### src/rtl/svb_pkg.sv
// Shared constants for the shared-pool VC buffer.
// Assumes: consumers derive widths from their own parameters; these are defaults only.
package svb_pkg;
    localparam int unsigned DEF_NUM_VC    = 4;
    localparam int unsigned DEF_NUM_SLOTS = 16;
    localparam int unsigned DEF_FLIT_W    = 32;
endpackage

### src/rtl/svb_free_list.sv
// Circular FIFO of spare slot indices. Reset preloads it with every index.
// Assumes: pop only when avail_cnt > 0; push never exceeds capacity (the caller
// only returns slots it previously popped).
module svb_free_list #(
    parameter int unsigned NUM_SLOTS = 16,
    localparam int unsigned SLOT_W = $clog2(NUM_SLOTS),
    localparam int unsigned CNT_W  = $clog2(NUM_SLOTS + 1)
) (
    input  logic              clk,
    input  logic              rst_n,
    input  logic              pop,
    input  logic              push,
    input  logic [SLOT_W-1:0] push_idx,
    output logic [SLOT_W-1:0] top_idx,
    output logic [CNT_W-1:0]  avail_cnt
);
    logic [SLOT_W-1:0] idx_mem [NUM_SLOTS];
    logic [SLOT_W-1:0] rptr, wptr;

    // Advance a pointer with wrap at the last slot.
    function automatic logic [SLOT_W-1:0] bump(input logic [SLOT_W-1:0] p);
        return (p == SLOT_W'(NUM_SLOTS - 1)) ? '0 : p + 1'b1;
    endfunction

    assign top_idx = idx_mem[rptr];

    // Preload on reset, otherwise take back freed slots and hand out spare ones.
    always_ff @(posedge clk) begin
        if (!rst_n) begin
            for (int i = 0; i < NUM_SLOTS; i++) idx_mem[i] <= SLOT_W'(i);
            rptr      <= '0;
            wptr      <= '0;
            avail_cnt <= CNT_W'(NUM_SLOTS);
        end else begin
            if (push) begin
                idx_mem[wptr] <= push_idx;
                wptr          <= bump(wptr);
            end
            if (pop) rptr <= bump(rptr);
            avail_cnt <= avail_cnt + CNT_W'(push) - CNT_W'(pop);
        end
    end
endmodule

### src/rtl/svb_link_store.sv
// Slot storage: flit payload and next-slot link per slot, with one write port for
// each table and asynchronous reads at the selected head slot.
// Assumes: contents of a slot are meaningful only while the slot is on a queue.
module svb_link_store #(
    parameter int unsigned NUM_SLOTS = 16,
    parameter int unsigned FLIT_W    = 32,
    localparam int unsigned SLOT_W = $clog2(NUM_SLOTS)
) (
    input  logic              clk,
    input  logic              data_we,
    input  logic [SLOT_W-1:0] data_slot,
    input  logic [FLIT_W-1:0] data_in,
    input  logic              link_we,
    input  logic [SLOT_W-1:0] link_from,
    input  logic [SLOT_W-1:0] link_to,
    input  logic [SLOT_W-1:0] rd_slot,
    output logic [FLIT_W-1:0] rd_data,
    output logic [SLOT_W-1:0] rd_next
);
    logic [FLIT_W-1:0] flit_mem [NUM_SLOTS];
    logic [SLOT_W-1:0] next_mem [NUM_SLOTS];

    assign rd_data = flit_mem[rd_slot];
    assign rd_next = next_mem[rd_slot];

    // Store an incoming flit into its newly taken slot.
    always_ff @(posedge clk) begin
        if (data_we) flit_mem[data_slot] <= data_in;
    end

    // Chain the new slot after the previous tail of its channel.
    always_ff @(posedge clk) begin
        if (link_we) next_mem[link_from] <= link_to;
    end
endmodule

### src/rtl/svb_vc_state.sv
// Head, tail and occupancy of one channel's linked queue.
// Assumes: wr_hit and rd_hit are already qualified (pool not full, queue not empty).
module svb_vc_state #(
    parameter int unsigned NUM_SLOTS = 16,
    localparam int unsigned SLOT_W = $clog2(NUM_SLOTS),
    localparam int unsigned CNT_W  = $clog2(NUM_SLOTS + 1)
) (
    input  logic              clk,
    input  logic              rst_n,
    input  logic              wr_hit,
    input  logic              rd_hit,
    input  logic [SLOT_W-1:0] new_slot,
    input  logic [SLOT_W-1:0] head_next,
    output logic [SLOT_W-1:0] head,
    output logic [SLOT_W-1:0] tail,
    output logic              empty
);
    logic [CNT_W-1:0] occ;
    logic             take_new_head;

    // New slot becomes head when the queue is empty, or when its only flit leaves now.
    assign take_new_head = wr_hit && ((occ == '0) || (rd_hit && occ == CNT_W'(1)));
    assign empty         = (occ == '0);

    // Track the queue ends and its length.
    always_ff @(posedge clk) begin
        if (!rst_n) begin
            head <= '0;
            tail <= '0;
            occ  <= '0;
        end else begin
            if (take_new_head)  head <= new_slot;
            else if (rd_hit)    head <= head_next;
            if (wr_hit)         tail <= new_slot;
            occ <= occ + CNT_W'(wr_hit) - CNT_W'(rd_hit);
        end
    end
endmodule

### src/rtl/shared_vc_buffer.sv
// Input-port flit buffer whose slots are shared by all channels through linked
// queues and a free-slot FIFO. Reads return data and a credit one cycle later.
// Assumes: NUM_VC >= 2, NUM_SLOTS >= 2; a write when full or a read of an empty
// channel is dropped and flagged on err.
module shared_vc_buffer #(
    parameter int unsigned NUM_VC    = svb_pkg::DEF_NUM_VC,
    parameter int unsigned NUM_SLOTS = svb_pkg::DEF_NUM_SLOTS,
    parameter int unsigned FLIT_W    = svb_pkg::DEF_FLIT_W,
    localparam int unsigned VC_W   = $clog2(NUM_VC),
    localparam int unsigned SLOT_W = $clog2(NUM_SLOTS),
    localparam int unsigned CNT_W  = $clog2(NUM_SLOTS + 1)
) (
    input  logic              clk,
    input  logic              rst_n,
    input  logic              wr_en,
    input  logic [VC_W-1:0]   wr_vc,
    input  logic [FLIT_W-1:0] wr_flit,
    input  logic              rd_en,
    input  logic [VC_W-1:0]   rd_vc,
    output logic              rd_valid,
    output logic [FLIT_W-1:0] rd_flit,
    output logic [NUM_VC-1:0] vc_empty,
    output logic              pool_full,
    output logic              crd_valid,
    output logic [VC_W-1:0]   crd_vc,
    output logic              err
);
    logic [SLOT_W-1:0] heads [NUM_VC];
    logic [SLOT_W-1:0] tails [NUM_VC];
    logic [SLOT_W-1:0] new_slot, head_sel, head_next;
    logic [FLIT_W-1:0] head_data;
    logic [CNT_W-1:0]  avail_cnt;
    logic              wr_ok, rd_ok;

    assign pool_full = (avail_cnt == '0);
    assign wr_ok     = wr_en && !pool_full;
    assign rd_ok     = rd_en && !vc_empty[rd_vc];
    assign head_sel  = heads[rd_vc];

    svb_free_list #(.NUM_SLOTS(NUM_SLOTS)) free_i (
        .clk       (clk),
        .rst_n     (rst_n),
        .pop       (wr_ok),
        .push      (rd_ok),
        .push_idx  (head_sel),
        .top_idx   (new_slot),
        .avail_cnt (avail_cnt)
    );

    svb_link_store #(.NUM_SLOTS(NUM_SLOTS), .FLIT_W(FLIT_W)) store_i (
        .clk       (clk),
        .data_we   (wr_ok),
        .data_slot (new_slot),
        .data_in   (wr_flit),
        .link_we   (wr_ok && !vc_empty[wr_vc]),
        .link_from (tails[wr_vc]),
        .link_to   (new_slot),
        .rd_slot   (head_sel),
        .rd_data   (head_data),
        .rd_next   (head_next)
    );

    for (genvar v = 0; v < NUM_VC; v++) begin : g_vc
        svb_vc_state #(.NUM_SLOTS(NUM_SLOTS)) state_i (
            .clk       (clk),
            .rst_n     (rst_n),
            .wr_hit    (wr_ok && (wr_vc == VC_W'(v))),
            .rd_hit    (rd_ok && (rd_vc == VC_W'(v))),
            .new_slot  (new_slot),
            .head_next (head_next),
            .head      (heads[v]),
            .tail      (tails[v]),
            .empty     (vc_empty[v])
        );
    end

    // Register read data, credit and the dropped-request flag.
    always_ff @(posedge clk) begin
        if (!rst_n) begin
            rd_valid  <= 1'b0;
            rd_flit   <= '0;
            crd_valid <= 1'b0;
            crd_vc    <= '0;
            err       <= 1'b0;
        end else begin
            rd_valid  <= rd_ok;
            crd_valid <= rd_ok;
            if (rd_ok) begin
                rd_flit <= head_data;
                crd_vc  <= rd_vc;
            end
            err <= (wr_en && !wr_ok) || (rd_en && !rd_ok);
        end
    end
endmodule

### config.mk
export PLATFORM = sky130hd
export DESIGN_NAME = shared_vc_buffer
export DESIGN_NICKNAME = d
export VERILOG_FILES = /design/src/rtl/svb_pkg.sv /design/src/rtl/svb_free_list.sv /design/src/rtl/svb_link_store.sv /design/src/rtl/svb_vc_state.sv /design/src/rtl/shared_vc_buffer.sv
export SDC_FILE = /design/constraint.sdc
export NUM_CORES = 1
export LEC_CHECK = 0
export CAP_MARGIN = 20
export CORE_MARGIN = 3
export CORE_UTILIZATION = 25
export DETAILED_ROUTE_END_ITERATION = 8
export DONT_BUFFER_PORTS = 1
export GPL_ROUTABILITY_DRIVEN = 0
export SKIP_CTS_REPAIR_TIMING = 1
export SLEW_MARGIN = 0
export SYNTH_ARGS = -nofsm -noshare
export SYNTH_HDL_FRONTEND = slang
export SYNTH_SLANG_ARGS = --single-unit
### constraint.sdc
create_clock -name clk -period 4.6 [get_ports clk]
set_input_delay 0.92 -clock clk [delete_from_list [all_inputs] [get_ports clk]]
set_output_delay 0.92 -clock clk [all_outputs]
set_load 0.01 [all_outputs]
Word-level counts from Yosys, hierarchy flattened
Memory sizes are Yosys's and may differ from the RTL's. A register that Yosys moved wholly into a read port is not among the register bits.
Index checks and enable logic that the tools add are counted.
W data, S select, Z words.
{"block": "word_totals", "regBits": 69, "ram_bits": 640, "inputBits": 40, "output_inout_bits": 42, "wordCells": 128, "memories": 3}
{"name": "store_i.flit_mem", "depth": 16, "width": 32, "read_ports": 1, "rd_clocked_by_memory_dff": 1, "write_ports": 1, "line_no": "svb_link_store.sv:20", "text": "logic [FLIT_W-1:0] flit_mem [NUM_SLOTS];"}
{"name": "free_i.idx_mem", "depth": 16, "width": 4, "read_ports": 1, "rd_clocked_by_memory_dff": 1, "write_ports": 16, "line_no": "svb_free_list.sv:17", "text": "logic [SLOT_W-1:0] idx_mem [NUM_SLOTS];"}
{"name": "store_i.next_mem", "depth": 16, "width": 4, "read_ports": 1, "rd_clocked_by_memory_dff": 0, "write_ports": 1, "line_no": "svb_link_store.sv:21", "text": "logic [SLOT_W-1:0] next_mem [NUM_SLOTS];"}
{"block": "classes", "add_sub_neg": 12, "magnitude_cmp": 4, "eq_ne": 12, "n_mux": 33, "bitwise_logic": 2, "reduce_logical": 44}
{"op": "$mux W4", "count": 18}
{"op": "$add A5 B1 Y5", "count": 5}
{"op": "$logic_not A5 Y1", "count": 5}
{"op": "$sub A5 B1 Y5", "count": 5}
{"op": "$logic_and A1 B1 Y1", "count": 21}
{"op": "$eq A5 B1 Y1 const B", "count": 4}
{"op": "$bmux W4 S2", "count": 2}
{"op": "$mux W1", "count": 11}
{"op": "$add A4 B1 Y4 const B", "count": 2}
{"op": "$eq A2 B2 Y1 const B", "count": 4}
{"op": "$eq A4 B4 Y1 const B", "count": 2}
{"op": "$reduce_bool A2 Y1", "count": 4}
{"op": "$ge A3 B3 Y1 const B", "count": 2}
{"op": "$logic_not A1 Y1", "count": 6}
{"op": "$lt A2 B3 Y1 const B", "count": 2}
{"op": "$not A2 Y3", "count": 2}
{"op": "$logic_or A1 B1 Y1", "count": 5}
{"op": "$bmux W1 S2", "count": 2}
{"op": "$eq A2 B1 Y1 const B", "count": 2}
{"op": "$logic_not A2 Y1", "count": 2}
{"op": "$reduce_or A4 Y1", "count": 1}

Depth between registers and ports, before layout
Gate-level depths: netlist of run 1.
{"block": "depth", "depth_word": 10, "ltp_mapped": 18, "ltp_nobuf": 16}

Cells and area by module
Synthesis of run 1 repeated with hierarchy kept, for this count alone.
{"block": "hier_totals", "cells_unflattened": 1721, "area_unflattened_um2": 30279.0}
{"module": "svb_link_store", "n_inst": 1, "cells_each": 925, "area_each_um2": 21708.3, "seq_area_each_um2": 17296.6}
{"module": "svb_free_list", "n_inst": 1, "cells_each": 304, "area_each_um2": 3863.7, "seq_area_each_um2": 2262.2}
{"module": "svb_vc_state", "n_inst": 4, "cells_each": 76, "area_each_um2": 705.7, "seq_area_each_um2": 260.2}
{"module": "shared_vc_buffer", "n_inst": 1, "cells_each": 188, "area_each_um2": 1884.3, "seq_area_each_um2": 720.7}

Worst setup path after synthesis of run 1
OpenSTA, ideal clock, no wires.
{"block": "synth_timing", "kind": "register to register", "from": "reg with a tool-made name", "to": "mem store_i.flit_mem[0][0] (enable)", "setup_ns": 0.421, "arrival_time_ns": 3.491, "required_ns": 4.179, "path_slack_ns": 0.688, "path_stages_with_launch": 8, "n_path_buf": 2, "period_less_slack_ns": 3.912, "path_cell_list": "dfxtp_1 > clkbuf_1 > buf_1 > mux4_2 > a22oi_2 > nand2_2 > or3_4 > nor2_1"}
{"item": "to (decl)", "line_no": "svb_link_store.sv:20"}

Worst setup path after layout of run 1
{"block": "layout_timing", "from": "reg free_i.avail_cnt[2]", "to": "reg g_vc[2].state_i.occ[4]"}
{"block": "layout_between", "elab_chain_cells": 6}
{"item": "from (decl)", "line_no": "svb_free_list.sv:15", "text": "output logic [CNT_W-1:0] avail_cnt"}
{"item": "from (signal assigned)", "line_no": "svb_free_list.sv:33", "text": "avail_cnt <= CNT_W'(NUM_SLOTS);"}
{"item": "from (signal assigned)", "line_no": "svb_free_list.sv:40", "text": "avail_cnt <= avail_cnt + CNT_W'(push) - CNT_W'(pop);"}
{"item": "$logic_not A5 Y1", "line_no": "shared_vc_buffer.sv:35", "text": "assign pool_full = (avail_cnt == '0);"}
{"item": "$logic_not A1 Y1", "line_no": "shared_vc_buffer.sv:36", "text": "assign wr_ok = wr_en && !pool_full;"}
{"item": "$logic_and A1 B1 Y1", "line_no": "shared_vc_buffer.sv:36"}
{"item": "$logic_and A1 B1 Y1", "line_no": "shared_vc_buffer.sv:67", "text": ".wr_hit (wr_ok && (wr_vc == VC_W'(v))),"}
{"item": "$add A5 B1 Y5", "line_no": "svb_vc_state.sv:35", "text": "occ <= occ + CNT_W'(wr_hit) - CNT_W'(rd_hit);"}
{"item": "$sub A5 B1 Y5", "line_no": "svb_vc_state.sv:35"}
{"item": "to (signal assigned)", "line_no": "svb_vc_state.sv:35"}
{"item": "to (decl)", "line_no": "svb_vc_state.sv:18", "text": "logic [CNT_W-1:0] occ;"}
Every way passes these cells.
A chain may end at the register's enable or synchronous reset.

==> results.toml, run 1 <==
[outcome]
status = "finished, final reports clean"

[critical_path]
regToRegStartpoint = "free_i.avail_cnt[2]$_SDFF_PN0_"
reg2regPathDepth = 13
crit_path_start_kind = "register"
cp_max_fo = 10
r2r_setup_slack_ns = 0.99
cp_data_arrival_time_ns = 4.13
worstReg2RegEnd = "g_vc[2].state_i.occ[4]$_SDFF_PN0_"
critPathCaptureType = "register"
crit_required_ns = 5.13
worstSetupPathType = "register to register"

[timing]
rsz0062_at_grt = "no"
maxSlewViolCount = 0
setup_viol = 0
relSlewSlack = 0.3197
period_minus_slack_ns = 3.608
post-route-period-util = 0.7843
setup_slack_ns = 0.9922
timing.fmax_mhz = 277.2
worst_slew_pin_slew_ns = 1.020
skew_ns = 0.01936
final.setup.tns_ns = 0
hold_violations = 0

[final_layout]
final_util = 0.2893
diodes = 0
fin_nets = 2075
syn_to_final_growth_pct = 13.95
regArea_um2 = 21320
multi_input_area_um2 = 9139
nFillCells = 12150
drive_gt1_frac = 0.1486

[power]
leakage_nw = 11.09
clock_power_share = 0.337
p_sw_w = 0.004945
power_frac_comb = 0.188
max-vdd-ir-drop_mv = 0.2854
pwr-share-seq = 0.475
switching_share = 0.2850
cell_internal_pwr_w = 0.01241
p_per_area_nw_per_um2 = 488.3

[yosys]
synth_edf_count = 640
syn_nets = 2062
netlist_area_um2 = 31180
synth_cells = 1982
netlist-cell-type-count = 65
syn_avg_cell_area_um2 = 15.73
ys.flop_type = "edfxtp_1"
yosys_warnings = 0
seq_area_frac_synth = 0.6837
async_reset_ff_frac = 0
synth-seq-cells = 745

[routing]
via_per_inst = 4.574
vias = 16830
final_antenna_net_count = 0
firstDrtPassIters = 5
drcViolationCount = 0
routed_wl_um = 73890
wl_per_cell_um = 20.09
drtIter0Drc = 1657

[min_path]
hold_depth = 1
min_from = "rst_n"
hp-class = "input port to register"
holdPathEnd = "free_i.avail_cnt[4]$_SDFF_PN1_"

[global_routing]
gr-usage-met2 = 0.1725
antenna_found_initial = 0
grt_use_total = 0.1121
grt_max_degree = 60
grt_pass1_vias = 16890
grt-ovfl-total = 0
grt_pass1_wl_um = 110300
grt.busiest_layer = "met2"
grtUsageMet1 = 0.1547
use_met3 = 0.03229

[die]
core_area_um2 = 122800
initial_core_util = 0.2539
dieArea_um2 = 129000
fp.dieH_um = 359.2
die_w_um = 359.2
io_pins = 82
fp-row-count = 128

[clock_network]
cts_made_buffers = 73
tritoncts = "built"
clk_pin_slew_ns = 0.06
cts_num_sinks = 745
cts.path.max_buffers = 3
htree_levels = 3
clock_latency_ns = 0.62
clockRootBuffer = "clkbuf_16"

[job]
drv_cap = 0

[placed_design]
dp_hpwl_um = 44290
io_buffers = 0
place_ws_ns = 0.9698
[sequential cells by signal, summed over array words and instances, names as in the netlist, 2 cells and up, named ones only]
register           count
crd_vc                 2
g_vc.state_i.tail     16
free_i.rptr            4
store_i.next_mem      64
g_vc.state_i.head     16
free_i.wptr            4
free_i.avail_cnt       5
store_i.flit_mem     512
free_i.idx_mem        64
rd_flit               32
g_vc.state_i.occ      20
[per-stage QoR]
step | instance area, µm² | hold slack, ns | power [W] | instances
CTS | 35530 | 0.3326 | 0.01754 | 3678
global route | 35530 | 0.3471 | 0.01814 | 3678
global placement | 33230 | 0.4390 | 0.01165 | 3545
finish | 35530 | 0.3738 | 0.01735 | 3678
floorplan | 31180 | 0.4331 | 0.01069 | 1982
detailed placement | 33230 | 0.4477 | 0.01168 | 3545
[layout make-up]
type | instances | area share
inverter | 62 | 0.006620
tap | 1625 | 0.05722
timing repair buffer | 48 | 0.01401
clock inverter | 26 | 0.006479
sequential | 745 | 0.6000
clock buffer | 107 | 0.05845
multi-input combinational | 1065 | 0.2572
[routing by layer]
layer  wire length [µm]  vias to the layer above  part of all wire
met4               1389                        2             0.019
li1                   -                     7659                 -
met2              33290                      525              0.45
met1              33470                     8542              0.45
met3               5671                       97             0.077
met5                 65                        -           0.00088
[worst max path at each step]
stage | startpoint | endpoint | slack [ns] | cells after the start
floorplan | register | store_i.flit_mem[0][0]$_DFFE_PP_ | 0.69 | 7
detailed placement | wr_vc[0] | g_vc[2].state_i.occ[4]$_SDFF_PN0_ | 0.97 | 10
finish | free_i.avail_cnt[2]$_SDFF_PN0_ | g_vc[2].state_i.occ[4]$_SDFF_PN0_ | 0.99 | 13
CTS | free_i.avail_cnt[2]$_SDFF_PN0_ | g_vc[2].state_i.occ[4]$_SDFF_PN0_ | 1.04 | 13
global route | free_i.avail_cnt[2]$_SDFF_PN0_ | g_vc[1].state_i.occ[4]$_SDFF_PN0_ | 0.71 | 16
global placement | wr_vc[0] | g_vc[2].state_i.occ[4]$_SDFF_PN0_ | 0.95 | 10
[cells by family after synthesis]
| kind of cell | share of synthesized area |
|---|---|
| adder cells (fa/ha/maj) | 0.01725 |
| multiplexers | 0.1365 |
| XOR/XNOR | 0.005056 |
| buffers and inverters | 0.02789 |
| AND/OR/NAND/NOR | 0.06155 |
| AO/OA/AOI/OAI | 0.06805 |
| flip-flops | 0.6837 |
[power groups by stage]
stage / Sequential, W / Clock, W / Combinational [W]
2_1_floorplan: 0.00826 / 0 / 0.00243
3_3_place_gp: 0.00839 / 0 / 0.00326
3_5_place_dp: 0.00840 / 0 / 0.00328
4_1_cts: 0.00826 / 0.00599 / 0.00329
5_1_grt: 0.00829 / 0.00626 / 0.00359
6_report: 0.00823 / 0.00585 / 0.00327
[synth_stat cells (4+ instances only)]
cell,instances,area share
edfxtp_1,640,0.62
mux2i_1,288,0.092
clkbuf_1,29,0.0035
a32oi_2,25,0.013
o211ai_2,26,0.010
nor3_1,18,0.0029
nor4_1,4,0.00080
buf_1,8,0.00096
mux4_2,61,0.044
a211oi_1,24,0.0058
ha_1,35,0.014
a22oi_1,49,0.012
a32oi_1,7,0.0020
o21ai_0,18,0.0029
or3_1,15,0.0030
a21oi_1,44,0.0071
buf_6,17,0.0061
nor3b_1,5,0.0012
nand4_1,8,0.0016
fa_1,5,0.0032
inv_2,4,0.00048
xor2_1,10,0.0028
nor2b_1,11,0.0022
dfxtp_1,105,0.067
inv_1,56,0.0067
buf_2,46,0.0074
buf_4,10,0.0024
and2_1,11,0.0022
nand2_1,196,0.024
nand2b_1,15,0.0030
o211ai_1,7,0.0017
a21o_1,6,0.0014
a22oi_2,8,0.0032
nand3_1,10,0.0016
o21ai_1,8,0.0013
xnor2_1,8,0.0022
o221ai_1,16,0.0045
nor2_1,91,0.011
[cell usage in the layout (no fill, tap or decap), types with 10 or more instances in the layout]
cell type,instances
o221ai_1,16
ha_1,35
and2_1,11
a211oi_1,24
xor2_1,10
mux2i_1,288
o21ai_0,18
dfxtp_1,105
clkinv_1,10
inv_1,55
clkbuf_1,24
mux4_2,58
clkinv_2,10
nand3_1,10
nor3_1,18
or3_1,15
a22oi_1,49
buf_12,11
nor2b_1,11
nand2_1,196
o211ai_2,26
a21oi_1,44
a32oi_2,25
clkbuf_16,75
edfxtp_1,640
nor2_1,75
nand2b_1,15
buf_4,37
nor2_4,16
[worst max-delay path: stages (launching register included)]
cell and delay [ns]:
dfxtp_1 0.33, inv_1 0.06, ha_1 0.18, or4b_1 0.26, and4b_1 0.48, clkinv_1 0.40, ha_1 0.41, inv_1 0.04
ha_1 0.20, fa_1 0.44, a21oi_1 0.16, nor2_1 0.06, or3_1 0.34, a21oi_1 0.15
Note: power is estimated with default switching activity, not from simulation.
==> inputs of run 2 (changes only) <==
Clock period 4.6 ns to 3.6 ns, I/O delays scaled along.
==> results.toml, run 2 (synthesized netlist as in run 1, its figures left out) <==
[routing]
vias = 16880
firstDrtPassIters = 6
routed_wl_um = 74520
final_antenna_net_count = 0
drcViolationCount = 0
wl_per_cell_um = 20.09
drtIter0Drc = 1502
via_per_inst = 4.550

[clock_network]
htree_levels = 3
cts_num_sinks = 745
clk_pin_slew_ns = 0.07
clock_latency_ns = 0.66
clockRootBuffer = "clkbuf_16"
tritoncts = "built"
cts.path.max_buffers = 3
cts_made_buffers = 73

[critical_path]
crit_path_start_kind = "register"
crit_required_ns = 4.18
r2r_setup_slack_ns = 0.37
cp_data_arrival_time_ns = 3.81
worstSetupPathType = "register to register"
critPathCaptureType = "register"
cp_max_fo = 9

[die]
io_pins = 82
core_area_um2 = 122800
dieArea_um2 = 129000
fp-row-count = 128
initial_core_util = 0.2539
die_w_um = 359.2
fp.dieH_um = 359.2

[final_layout]
fin_nets = 2105
layout_common_cells = "edfxtp_1, mux2i_1, nand2_1"
final_area_um2 = 36050
diodes = 0
drive_gt1_frac = 0.1651
final_cell_count_no_fill = 3709
mostFrequentLayoutCell = "edfxtp_1"
largest_reg_flops = 512
top_regs = "store_i.flit_mem x512, free_i.idx_mem x64, store_i.next_mem x64"
largest_register = "store_i.flit_mem"
syn_to_final_growth_pct = 15.59

[global_routing]
grt_pass1_vias = 16950
grt_pass1_wl_um = 110900
antenna_found_initial = 0
grt-ovfl-total = 0
grt_max_degree = 60
grt_use_total = 0.1131

[power]
max-vdd-ir-drop_mv = 0.4055
cell_internal_pwr_w = 0.01625
leakage_nw = 11.35
clock_power_share = 0.347
switching_share = 0.2835
pwr-share-seq = 0.463
p_per_area_nw_per_um2 = 629.4
power_frac_comb = 0.190
p_sw_w = 0.006431

[timing]
setup_slack_ns = 0.3710
worst_slew_pin_slew_ns = 0.8450
timing.hold.ws_ns = 0.1558
rsz0062_at_grt = "no"
skew_ns = 0.04069
hold_violations = 0
post-route-period-util = 0.8970
maxSlewViolCount = 0
relSlewSlack = 0.4367
timing.fmax_mhz = 309.7
setup_viol = 0
period_minus_slack_ns = 3.229

[job]
drv_cap = 0

[outcome]
status = "finished, final reports clean"

[placed_design]
place_ws_ns = 0.3279
io_buffers = 0
placedCellCount = 3575
placed_area_um2 = 33600
dp_hpwl_um = 44460

[min_path]
hp-class = "input port to register"
## run 2: per-layer routing
metal	vias up	share of wire	GRT usage
met2	537	0.46	0.1795
li1	7705	-	-
met5	-	0	0
met3	125	0.079	0.03383
met1	8508	0.44	0.1513
met4	0	0.020	0.02802
## run 2: stage by stage
step	util	setup TNS (ns)	total power, W
2_1_floorplan	-	-69.90	0.01365
3_3_place_gp	0.2735	0	0.01501
3_5_place_dp	0.2735	0	0.01504
4_1_cts	0.2934	0	0.02297
5_1_grt	0.2934	0	0.02373
6_report	0.2934	0	0.02269
## run 2: layout make-up
cell class	count	area [µm²]
fillers	12120	86790
flip-flops and latches	745	21320
multi-input cells	1065	9139
well taps	1625	2033
clock buffers	100	2011
repair buffers	78	873.3
clock inverters	34	434.2
inverters	62	235.2
## run 2: power groups by stage
| stage | combinational (W) | sequential, W | clock, W |
|---|---|---|---|
| floorplan | 0.00311 | 0.0105 | 0 |
| global route | 0.00471 | 0.0106 | 0.00843 |
| global placement | 0.00430 | 0.0107 | 0 |
| detailed placement | 0.00432 | 0.0107 | 0 |
| finish | 0.00431 | 0.0105 | 0.00787 |
| CTS | 0.00434 | 0.0105 | 0.00809 |
## run 2: worst paths after layout
path / from / to / cells after the start
setup / recovery: free_i.avail_cnt[2]$_SDFF_PN0_ / g_vc[1].state_i.occ[4]$_SDFF_PN0_ / 16
hold / removal: wr_flit[18] / store_i.flit_mem[8][18]$_DFFE_PP_ / 0
setup reg to reg: free_i.avail_cnt[2]$_SDFF_PN0_ / g_vc[1].state_i.occ[4]$_SDFF_PN0_ / 16
hold reg to reg: g_vc[2].state_i.tail[2]$_SDFFE_PN0P_ / g_vc[2].state_i.tail[2]$_SDFFE_PN0P_ / 2
## run 2: worst max-delay path, cell delays in order (launching register included)
cell and delay (ns):
dfxtp_1 0.33, inv_1 0.06, ha_1 0.18, or4b_1 0.26, inv_2 0.11, nor3_1 0.51
inv_2 0.20, ha_1 0.33, inv_1 0.04, ha_1 0.18, inv_1 0.08, fa_1 0.20
inv_1 0.05, a21oi_1 0.13, nor2_1 0.06, or3_1 0.33, a21oi_1 0.14
